## config.mk

```make
export PLATFORM = sky130hd
export DESIGN_NAME = pgwalk_top
export DESIGN_NICKNAME = d
export VERILOG_FILES = /design/src/rtl/pgwalk_pkg.sv /design/src/rtl/pgwalk_addr.sv /design/src/rtl/pgwalk_perm.sv /design/src/rtl/pgwalk_fsm.sv /design/src/rtl/pgwalk_top.sv
export SDC_FILE = /design/constraint.sdc
export NUM_CORES = 1
export LEC_CHECK = 0
export BUFFER_PORTS_ARGS = -buffer_cell sky130_fd_sc_hd__clkbuf_2
export CORE_MARGIN = 5
export CORE_UTILIZATION = 39
export DETAILED_ROUTE_END_ITERATION = 12
export PLACE_DENSITY = 0.74
export RECOVER_POWER = 50
export SLEW_MARGIN = 20
export SYNTH_ARGS = -nofsm -noshare
export SYNTH_HDL_FRONTEND = slang
export SYNTH_SLANG_ARGS = --single-unit
export TNS_END_PERCENT = 5
```

## constraint.sdc

```tcl
create_clock -name clk -period 1.68 [get_ports clk]
set_input_delay 0.336 -clock clk [delete_from_list [all_inputs] [get_ports clk]]
set_output_delay 0.336 -clock clk [all_outputs]
set_load 0.05 [all_outputs]
```

## src/rtl/pgwalk_pkg.sv

```systemverilog
package pgwalk_pkg;

    localparam int ENT_W   = 32;
    localparam int BIT_P   = 0;
    localparam int BIT_W   = 1;
    localparam int BIT_U   = 2;
    localparam int FLAGS_W = 3;

    typedef enum logic [2:0] {
        ST_IDLE      = 3'd0,
        ST_FETCH_DIR = 3'd1,
        ST_FETCH_PTE = 3'd2,
        ST_DONE      = 3'd3,
        ST_FAULT     = 3'd4
    } walk_state_e;

    typedef enum logic [2:0] {
        FLT_NONE       = 3'd0,
        FLT_DIR_ABSENT = 3'd1,
        FLT_TBL_ABSENT = 3'd2,
        FLT_USER       = 3'd3,
        FLT_WRITE      = 3'd4
    } fault_code_e;

endpackage

```

## src/rtl/pgwalk_addr.sv

```systemverilog
module pgwalk_addr #(
    parameter int ADDR_W = 32,
    parameter int OFS_W  = 12,
    parameter int IDX_W  = 10
) (
    input  logic [ADDR_W-OFS_W-1:0] base_frame,
    input  logic [IDX_W-1:0]        index,
    output logic [ADDR_W-1:0]       entry_addr
);
    localparam int FRAME_W = ADDR_W - OFS_W;

    logic [ADDR_W-1:0] base_bytes;
    logic [ADDR_W-1:0] ofs_bytes;

    assign base_bytes = {base_frame, {OFS_W{1'b0}}};
    assign ofs_bytes  = {{(ADDR_W-IDX_W-2){1'b0}}, index, 2'b00};
    assign entry_addr = base_bytes + ofs_bytes;

    initial begin
        if (FRAME_W + OFS_W != ADDR_W) $display("pgwalk_addr: width mismatch");
    end
endmodule

```

## src/rtl/pgwalk_perm.sv

```systemverilog
module pgwalk_perm
    import pgwalk_pkg::*;
(
    input  logic [FLAGS_W-1:0] dir_flags,
    input  logic [FLAGS_W-1:0] tbl_flags,
    input  logic               is_user,
    input  logic               is_write,
    output logic               deny,
    output fault_code_e        cause
);
    logic user_ok;
    logic write_ok;

    assign user_ok  = dir_flags[BIT_U] & tbl_flags[BIT_U];
    assign write_ok = dir_flags[BIT_W] & tbl_flags[BIT_W];

    always_comb begin
        deny  = 1'b0;
        cause = FLT_NONE;
        if (!tbl_flags[BIT_P]) begin
            deny  = 1'b1;
            cause = FLT_TBL_ABSENT;
        end else if (is_user && !user_ok) begin
            deny  = 1'b1;
            cause = FLT_USER;
        end else if (is_user && is_write && !write_ok) begin
            deny  = 1'b1;
            cause = FLT_WRITE;
        end
    end
endmodule

```

## src/rtl/pgwalk_fsm.sv

```systemverilog
module pgwalk_fsm
    import pgwalk_pkg::*;
#(
    parameter int ADDR_W = 32,
    parameter int OFS_W  = 12
) (
    input  logic                    clk,
    input  logic                    rst_n,
    input  logic                    req_valid,
    output logic                    req_ready,
    input  logic [ADDR_W-1:0]       dir_addr,
    input  logic [ADDR_W-1:0]       pte_addr,
    output logic                    mem_req_valid,
    input  logic                    mem_req_ready,
    output logic [ADDR_W-1:0]       mem_req_addr,
    input  logic                    mem_rsp_valid,
    output logic                    mem_rsp_ready,
    input  logic [ADDR_W-OFS_W-1:0] rsp_frame,
    input  logic [FLAGS_W-1:0]      rsp_flags,
    input  logic                    perm_deny,
    input  fault_code_e             perm_cause,
    output logic [ADDR_W-OFS_W-1:0] dir_frame_q,
    output logic [FLAGS_W-1:0]      dir_flags_q,
    output logic [ADDR_W-OFS_W-1:0] tbl_frame_q,
    input  logic                    res_ready,
    output logic                    res_valid,
    output logic                    res_fault,
    output fault_code_e             res_reason
);
    localparam int FRAME_W = ADDR_W - OFS_W;

    walk_state_e st_q, st_d;
    logic        issued_q, issued_d;
    fault_code_e cause_q, cause_d;
    logic        fetching;
    logic        rsp_fire;

    assign fetching = (st_q == ST_FETCH_DIR) || (st_q == ST_FETCH_PTE);
    assign rsp_fire = fetching && issued_q && mem_rsp_valid;

    // next-state and walk bookkeeping
    always_comb begin
        st_d     = st_q;
        issued_d = issued_q;
        cause_d  = cause_q;
        unique case (st_q)
            ST_IDLE: begin
                if (req_valid) begin
                    st_d    = ST_FETCH_DIR;
                    cause_d = FLT_NONE;
                end
            end
            ST_FETCH_DIR: begin
                if (!issued_q && mem_req_ready) issued_d = 1'b1;
                if (rsp_fire) begin
                    issued_d = 1'b0;
                    if (!rsp_flags[BIT_P]) begin
                        st_d    = ST_FAULT;
                        cause_d = FLT_DIR_ABSENT;
                    end else begin
                        st_d = ST_FETCH_PTE;
                    end
                end
            end
            ST_FETCH_PTE: begin
                if (!issued_q && mem_req_ready) issued_d = 1'b1;
                if (rsp_fire) begin
                    issued_d = 1'b0;
                    if (perm_deny) begin
                        st_d    = ST_FAULT;
                        cause_d = perm_cause;
                    end else begin
                        st_d = ST_DONE;
                    end
                end
            end
            ST_DONE, ST_FAULT: begin
                if (res_ready) st_d = ST_IDLE;
            end
            default: st_d = ST_IDLE;
        endcase
    end

    // state register
    always_ff @(posedge clk or negedge rst_n) begin
        if (!rst_n) begin
            st_q        <= ST_IDLE;
            issued_q    <= 1'b0;
            cause_q     <= FLT_NONE;
            dir_frame_q <= '0;
            dir_flags_q <= '0;
            tbl_frame_q <= '0;
        end else begin
            st_q     <= st_d;
            issued_q <= issued_d;
            cause_q  <= cause_d;
            if (rsp_fire && st_q == ST_FETCH_DIR) begin
                dir_frame_q <= rsp_frame;
                dir_flags_q <= rsp_flags;
            end
            if (rsp_fire && st_q == ST_FETCH_PTE) begin
                tbl_frame_q <= rsp_frame;
            end
        end
    end

    // outputs
    always_comb begin
        req_ready     = (st_q == ST_IDLE);
        mem_req_valid = fetching && !issued_q;
        mem_rsp_ready = fetching && issued_q;
        mem_req_addr  = (st_q == ST_FETCH_PTE) ? pte_addr : dir_addr;
        res_valid     = (st_q == ST_DONE) || (st_q == ST_FAULT);
        res_fault     = (st_q == ST_FAULT);
        res_reason    = (st_q == ST_FAULT) ? cause_q : FLT_NONE;
    end

    AST_MEMREQ_HOLD: assert property (@(posedge clk) disable iff (!rst_n)
        mem_req_valid && !mem_req_ready |=> mem_req_valid && $stable(mem_req_addr));
    AST_ONE_OUTSTANDING: assert property (@(posedge clk) disable iff (!rst_n)
        mem_req_valid && mem_req_ready |=> !mem_req_valid);
    AST_RES_HOLD: assert property (@(posedge clk) disable iff (!rst_n)
        res_valid && !res_ready |=> res_valid && $stable(res_fault) && $stable(res_reason));
    AST_ACCEPT_BUSY: assert property (@(posedge clk) disable iff (!rst_n)
        req_valid && req_ready |=> !req_ready && mem_req_valid);
    AST_DIR_ABSENT: assert property (@(posedge clk) disable iff (!rst_n)
        (st_q == ST_FETCH_DIR) && mem_rsp_valid && mem_rsp_ready && !rsp_flags[BIT_P]
        |=> res_valid && res_fault && (res_reason == FLT_DIR_ABSENT));
    AST_FAULT_CODED: assert property (@(posedge clk) disable iff (!rst_n)
        res_valid && res_fault |-> res_reason != FLT_NONE);

    initial begin
        if (FRAME_W <= 0) $display("pgwalk_fsm: bad widths");
    end
endmodule

```

## src/rtl/pgwalk_top.sv

```systemverilog
module pgwalk_top
    import pgwalk_pkg::*;
#(
    parameter int ADDR_W = 32,
    parameter int IDX_W  = 10,
    parameter int OFS_W  = 12
) (
    input  logic              clk,
    input  logic              rst_n,
    input  logic [ADDR_W-1:0] root_base,
    input  logic              req_valid,
    output logic              req_ready,
    input  logic [ADDR_W-1:0] req_laddr,
    input  logic              req_write,
    input  logic [1:0]        req_cpl,
    output logic              mem_req_valid,
    input  logic              mem_req_ready,
    output logic [ADDR_W-1:0] mem_req_addr,
    input  logic              mem_rsp_valid,
    output logic              mem_rsp_ready,
    input  logic [ADDR_W-1:0] mem_rsp_data,
    output logic              res_valid,
    input  logic              res_ready,
    output logic [ADDR_W-1:0] res_paddr,
    output logic              res_fault,
    output logic [2:0]        res_reason
);
    localparam int FRAME_W = ADDR_W - OFS_W;
    localparam int DIR_LO  = OFS_W + IDX_W;
    localparam int TBL_LO  = OFS_W;

    logic [ADDR_W-1:0]  laddr_q;
    logic               write_q;
    logic               user_q;
    logic [FRAME_W-1:0] root_q;

    logic [ADDR_W-1:0]  dir_addr, pte_addr;
    logic [FRAME_W-1:0] dir_frame_q, tbl_frame_q;
    logic [FLAGS_W-1:0] dir_flags_q;
    logic               perm_deny;
    fault_code_e        perm_cause;
    fault_code_e        reason_e;
    logic               unused_rsp_bits;

    assign unused_rsp_bits = ^mem_rsp_data[OFS_W-1:FLAGS_W];

    // request capture
    always_ff @(posedge clk or negedge rst_n) begin
        if (!rst_n) begin
            laddr_q <= '0;
            write_q <= 1'b0;
            user_q  <= 1'b0;
            root_q  <= '0;
        end else if (req_valid && req_ready) begin
            laddr_q <= req_laddr;
            write_q <= req_write;
            user_q  <= (req_cpl == 2'd3);
            root_q  <= root_base[ADDR_W-1:OFS_W];
        end
    end

    pgwalk_addr #(.ADDR_W(ADDR_W), .OFS_W(OFS_W), .IDX_W(IDX_W)) u_dir_addr (
        .base_frame (root_q),
        .index      (laddr_q[DIR_LO+IDX_W-1:DIR_LO]),
        .entry_addr (dir_addr)
    );

    pgwalk_addr #(.ADDR_W(ADDR_W), .OFS_W(OFS_W), .IDX_W(IDX_W)) u_pte_addr (
        .base_frame (dir_frame_q),
        .index      (laddr_q[TBL_LO+IDX_W-1:TBL_LO]),
        .entry_addr (pte_addr)
    );

    pgwalk_perm u_perm (
        .dir_flags (dir_flags_q),
        .tbl_flags (mem_rsp_data[FLAGS_W-1:0]),
        .is_user   (user_q),
        .is_write  (write_q),
        .deny      (perm_deny),
        .cause     (perm_cause)
    );

    pgwalk_fsm #(.ADDR_W(ADDR_W), .OFS_W(OFS_W)) u_fsm (
        .clk           (clk),
        .rst_n         (rst_n),
        .req_valid     (req_valid),
        .req_ready     (req_ready),
        .dir_addr      (dir_addr),
        .pte_addr      (pte_addr),
        .mem_req_valid (mem_req_valid),
        .mem_req_ready (mem_req_ready),
        .mem_req_addr  (mem_req_addr),
        .mem_rsp_valid (mem_rsp_valid),
        .mem_rsp_ready (mem_rsp_ready),
        .rsp_frame     (mem_rsp_data[ADDR_W-1:OFS_W]),
        .rsp_flags     (mem_rsp_data[FLAGS_W-1:0]),
        .perm_deny     (perm_deny),
        .perm_cause    (perm_cause),
        .dir_frame_q   (dir_frame_q),
        .dir_flags_q   (dir_flags_q),
        .tbl_frame_q   (tbl_frame_q),
        .res_ready     (res_ready),
        .res_valid     (res_valid),
        .res_fault     (res_fault),
        .res_reason    (reason_e)
    );

    assign res_reason = reason_e;
    assign res_paddr  = (res_valid && !res_fault) ? {tbl_frame_q, laddr_q[OFS_W-1:0]} : '0;

    AST_PADDR_ZERO_ON_FAULT: assert property (@(posedge clk) disable iff (!rst_n)
        res_valid && res_fault |-> res_paddr == '0);
    AST_IDLE_QUIET: assert property (@(posedge clk) disable iff (!rst_n)
        req_ready |-> !mem_req_valid && !res_valid);
endmodule

```

==> reports/summary.md <==
• **required time reported for the critical path endpoint** 1.34 ns
• **area fraction in compound gates after synthesis** 3.69%
• **Leakage Power** 3.63 nW
• **kind of end point of the critical path** primary output
• **Die Ht** 120 µm
• **critical path arrival** 1.70 ns
• **clk buf depth** 2
• **CORE AREA** 0.0120 mm²
• **total DRC errors in the routed layout** 0
• **worst setup slack after layout** -0.360 ns
• **area growth from synthesis to final layout** 61.4%
• **max-slew violation count** 0
• **Hold Path Origin** req_laddr[23]
• **Detail Route Antenna Nets** 0
• **Num CTS Buffers** 9
• **first-pass GRT wire length** 20.6 mm
• **detailed-route via count** 3738
• **overall global routing resource usage** 18.2%
• **Clock Sinks** 103
• **total power density per cell area** 2200 mW/mm²
• **most common cell after layout, fill and taps aside** dfrtp_1
• **number of levels in the clock H-tree** 3
• **number of DRC markers after the initial detailed-route iteration** 148
• **clock-pin slew of the registers on the worst-case setup and hold paths** 0.07 ns
• **sum of routed wire length over all layers** 13.6 mm
• **share of synthesized area spent on multiplexers** 22.5%
• **horizontal die dimension** 120 µm
• **pin count of the biggest net entering global routing** 50
• **number of antenna violations at the first check in global routing** 0
• **number of search-and-repair iterations in the first detailed-routing pass** 4
• **count of cell types in the netlist** 37
• **Clock Root Buffer** clkbuf_16
• **port bufs** 153
• **count of fill cells added during filler insertion** 863
• **main area contributors after synthesis** dfrtp_1 (54%), mux2_1 (11%), mux2_2 (11%), nand2_1 (7.5%), and2_1 (5.1%)
• **predominant post-synthesis flop cell** dfrtp_1
• **Yosys warning count** 0
• **share of the cycle needed by the critical path after routing** 121%
• **violated checks** negative setup slack
• **endpoints failing hold** 0
• **number of global-route vias before repair** 4064
• **largest family of logic cells by synthesized area** multiplexers
• **xor and xnor fraction of the mapped netlist area** 0.185%
• **Worst Setup SP** u_fsm.st_q[2]$_DFFE_PN0P_
• **DP HPWL** 8.98 mm
• **maximum cell stage delay along the critical path** 0.44 ns
• **post-synthesis cell type with the largest combined area** dfrtp_1
• **standard-cell row count** 40
• **gpl congestion** 0.790
• **setup clock skew after layout** 0.00384 ns
• **Least-Margin Pin Slew** 0.631 ns
• **worst voltage drop across the vdd grid** 0.00118 V
• **overall power** 16.8 mW
• **clock latency at the later pin of the worst-skew pair** 0.34 ns
• **FMAX** 490 MHz
• **number of setup violations in the final report** 126
• **startpoint of the worst-slack reg-to-reg timing path** u_fsm.st_q[1]$_DFFE_PN0P_
• **run status** finished, violations left
• **Crit Path Class** reg -> out
• **setup repair after global routing missed its margin** true
• **fraction of layout cells with a size suffix above 1** 61.5%
• **max-cap check violation count** 0
• **highest net fanout along the worst path** 4
• **Hold/Removal Path Class** in -> reg
• **die footprint** 0.0145 mm²
• **Final Critical Period** 2.04 ns
• **critical path startpoint category** register
• **post-place setup slack** -0.0621 ns
• **number of synthesized flops with an enable pin** 0
• **worst-path cell chain** buf_6 -> nor3_4 -> buf_6 -> clkbuf_16 -> nand2_4 -> nand2_4 -> clkbuf_16
• **normalized max-slew margin** 57.9%
• **arithmetic-cell share of the synthesized area counting full adders, half adders and majority gates** 0%
• **initial core utilization** 39.7%
• **aggregate global routing overflow** 0
• **average cell area after synthesis** 11.7 µm²
• **most used cells in the layout excluding fill and tap cells** dfrtp_1 (101), clkbuf_2 (83), nand2_1 (51)
• **CTS tree** done
• **area fraction of the dominant cell type after synthesis** 54.3%
• **Design Area, Final** 0.00766 mm²
• **WL/cell** 18.6 µm
• **Top Ports** 177
• **simple-gate share of the synthesized area** 15.3%
• **gate count after technology mapping** 406
• **async set or reset register ratio after synthesis** 100%
• **critical path's slowest cell** dfrtp_1
• **post-layout net count** 685
• **synthesized area** 0.00474 mm²
• **flip-flop and latch count after synthesis** 103
• **placed cell areas** 0.00642 mm²
• **via/cell ratio** 5.11
• **antenna fix cells** 0
• **sequential cell area fraction in the yosys report** 54.3%
cell type report:
class / instances / area [µm²] / share of cell area, %
Clock buffer: 11 / 253 / 3.30
Multi-Input combinational cell: 277 / 2390 / 31.2
Timing Repair Buffer: 186 / 2130 / 27.9
Inverter: 3 / 11.3 / 0.147
Clock inverter: 5 / 104 / 1.36
Tap cell: 147 / 184 / 2.40
Sequential cell: 103 / 2580 / 33.7
critical path, delay by kind of cell (launching register included):
kind                   cells  cell delay [ns]
buffers and inverters      4             0.64
and+or+nand+nor            3             0.26
DFF                        1             0.44
metal layers:
metal,share of wire [%],vias up,GRT usage (%)
met4,2.7,0,8.85
met1,39,1852,20.6
met5,0,-,0
li1,-,1713,-
met3,5.8,34,4.77
met2,52,139,31.9
cell usage after synthesis, types with 2 or more instances:
| master | instances |
|---|---|
| nor3_1 | 2 |
| a31oi_1 | 2 |
| a211o_1 | 3 |
| o211ai_1 | 5 |
| buf_6 | 9 |
| clkbuf_1 | 9 |
| and2_1 | 39 |
| buf_2 | 3 |
| a21oi_1 | 5 |
| nor2_1 | 6 |
| a22o_1 | 2 |
| inv_1 | 3 |
| mux2_1 | 48 |
| nand2_1 | 95 |
| o21ai_0 | 3 |
| mux2_2 | 47 |
| buf_4 | 3 |
| dfrtp_1 | 103 |
worst paths after layout:
path / end / slack [ns] / depth (start not counted)
setup / recovery: mem_req_addr[16] / -0.36 / 7
hold / removal: laddr_q[23]$_DFFE_PN0P_ / 0.21 / 2
setup reg to reg: root_q[15]$_DFFE_PN0P_ / -0.10 / 6
hold reg to reg: root_q[2]$_DFFE_PN0P_ / 0.49 / 1
max in group asynchronous: u_fsm.st_q[0]$_DFFE_PN0P_ / 0.15 / 3
min in group asynchronous: laddr_q[2]$_DFFE_PN0P_ / 0.55 / 2
flip-flops by register name (all words and copies together), names as in the netlist:
name / cells
u_fsm.tbl_frame_q: 20
root_q: 20
user_q: 1
write_q: 1
u_fsm.issued_q: 1
u_fsm.dir_flags_q: 2
u_fsm.st_q: 3
u_fsm.dir_frame_q: 20
laddr_q: 32
u_fsm.cause_q: 3
cell families after synthesis:
kind of cell | count (synthesis)
and+or+nand+nor | 154
DFF | 103
muxes | 95
buffers and inverters | 27
AOI/OAI and AO/OA | 25
xor gates and xnor gates | 1
other | 1
per-stage QoR:
| step | instances | util, % | TNS [ns] | hold WS, ns |
|---|---|---|---|---|
| 6_report | 732 | 64.0 | -25.47 | 0.206 |
| 3_3_place_gp | 706 | 53.7 | -0.313 | 0.265 |
| 3_5_place_dp | 706 | 53.7 | -1.88 | 0.269 |
| 5_1_grt | 732 | 64.0 | -34.50 | 0.196 |
| 2_1_floorplan | 407 | - | -17.04 | 0.0404 |
| 4_1_cts | 729 | 61.3 | -22.50 | 0.196 |
what timing repair did:
| item | CTS | global route |
|---|---|---|
| pin swaps | 2 | 54 |
| endpoints found under the setup margin | 123 | 148 |
| resized for setup | 110 | 96 |
| buffers inserted | 4 | 1 |
| gates cloned | 2 | 2 |
| hold endpoints to repair | 23 | 0 |
| hold buffers | 1 | 0 |
power breakdown:
group          switching [mW]  leakage, nW  internal [mW]
Clock                   0.918        0.176           1.54
Sequential              0.792         1.23           3.73
Combinational            5.07         2.22           4.76
Total                    6.77         3.63           10.0
Power figures use the tool's default switching activity.
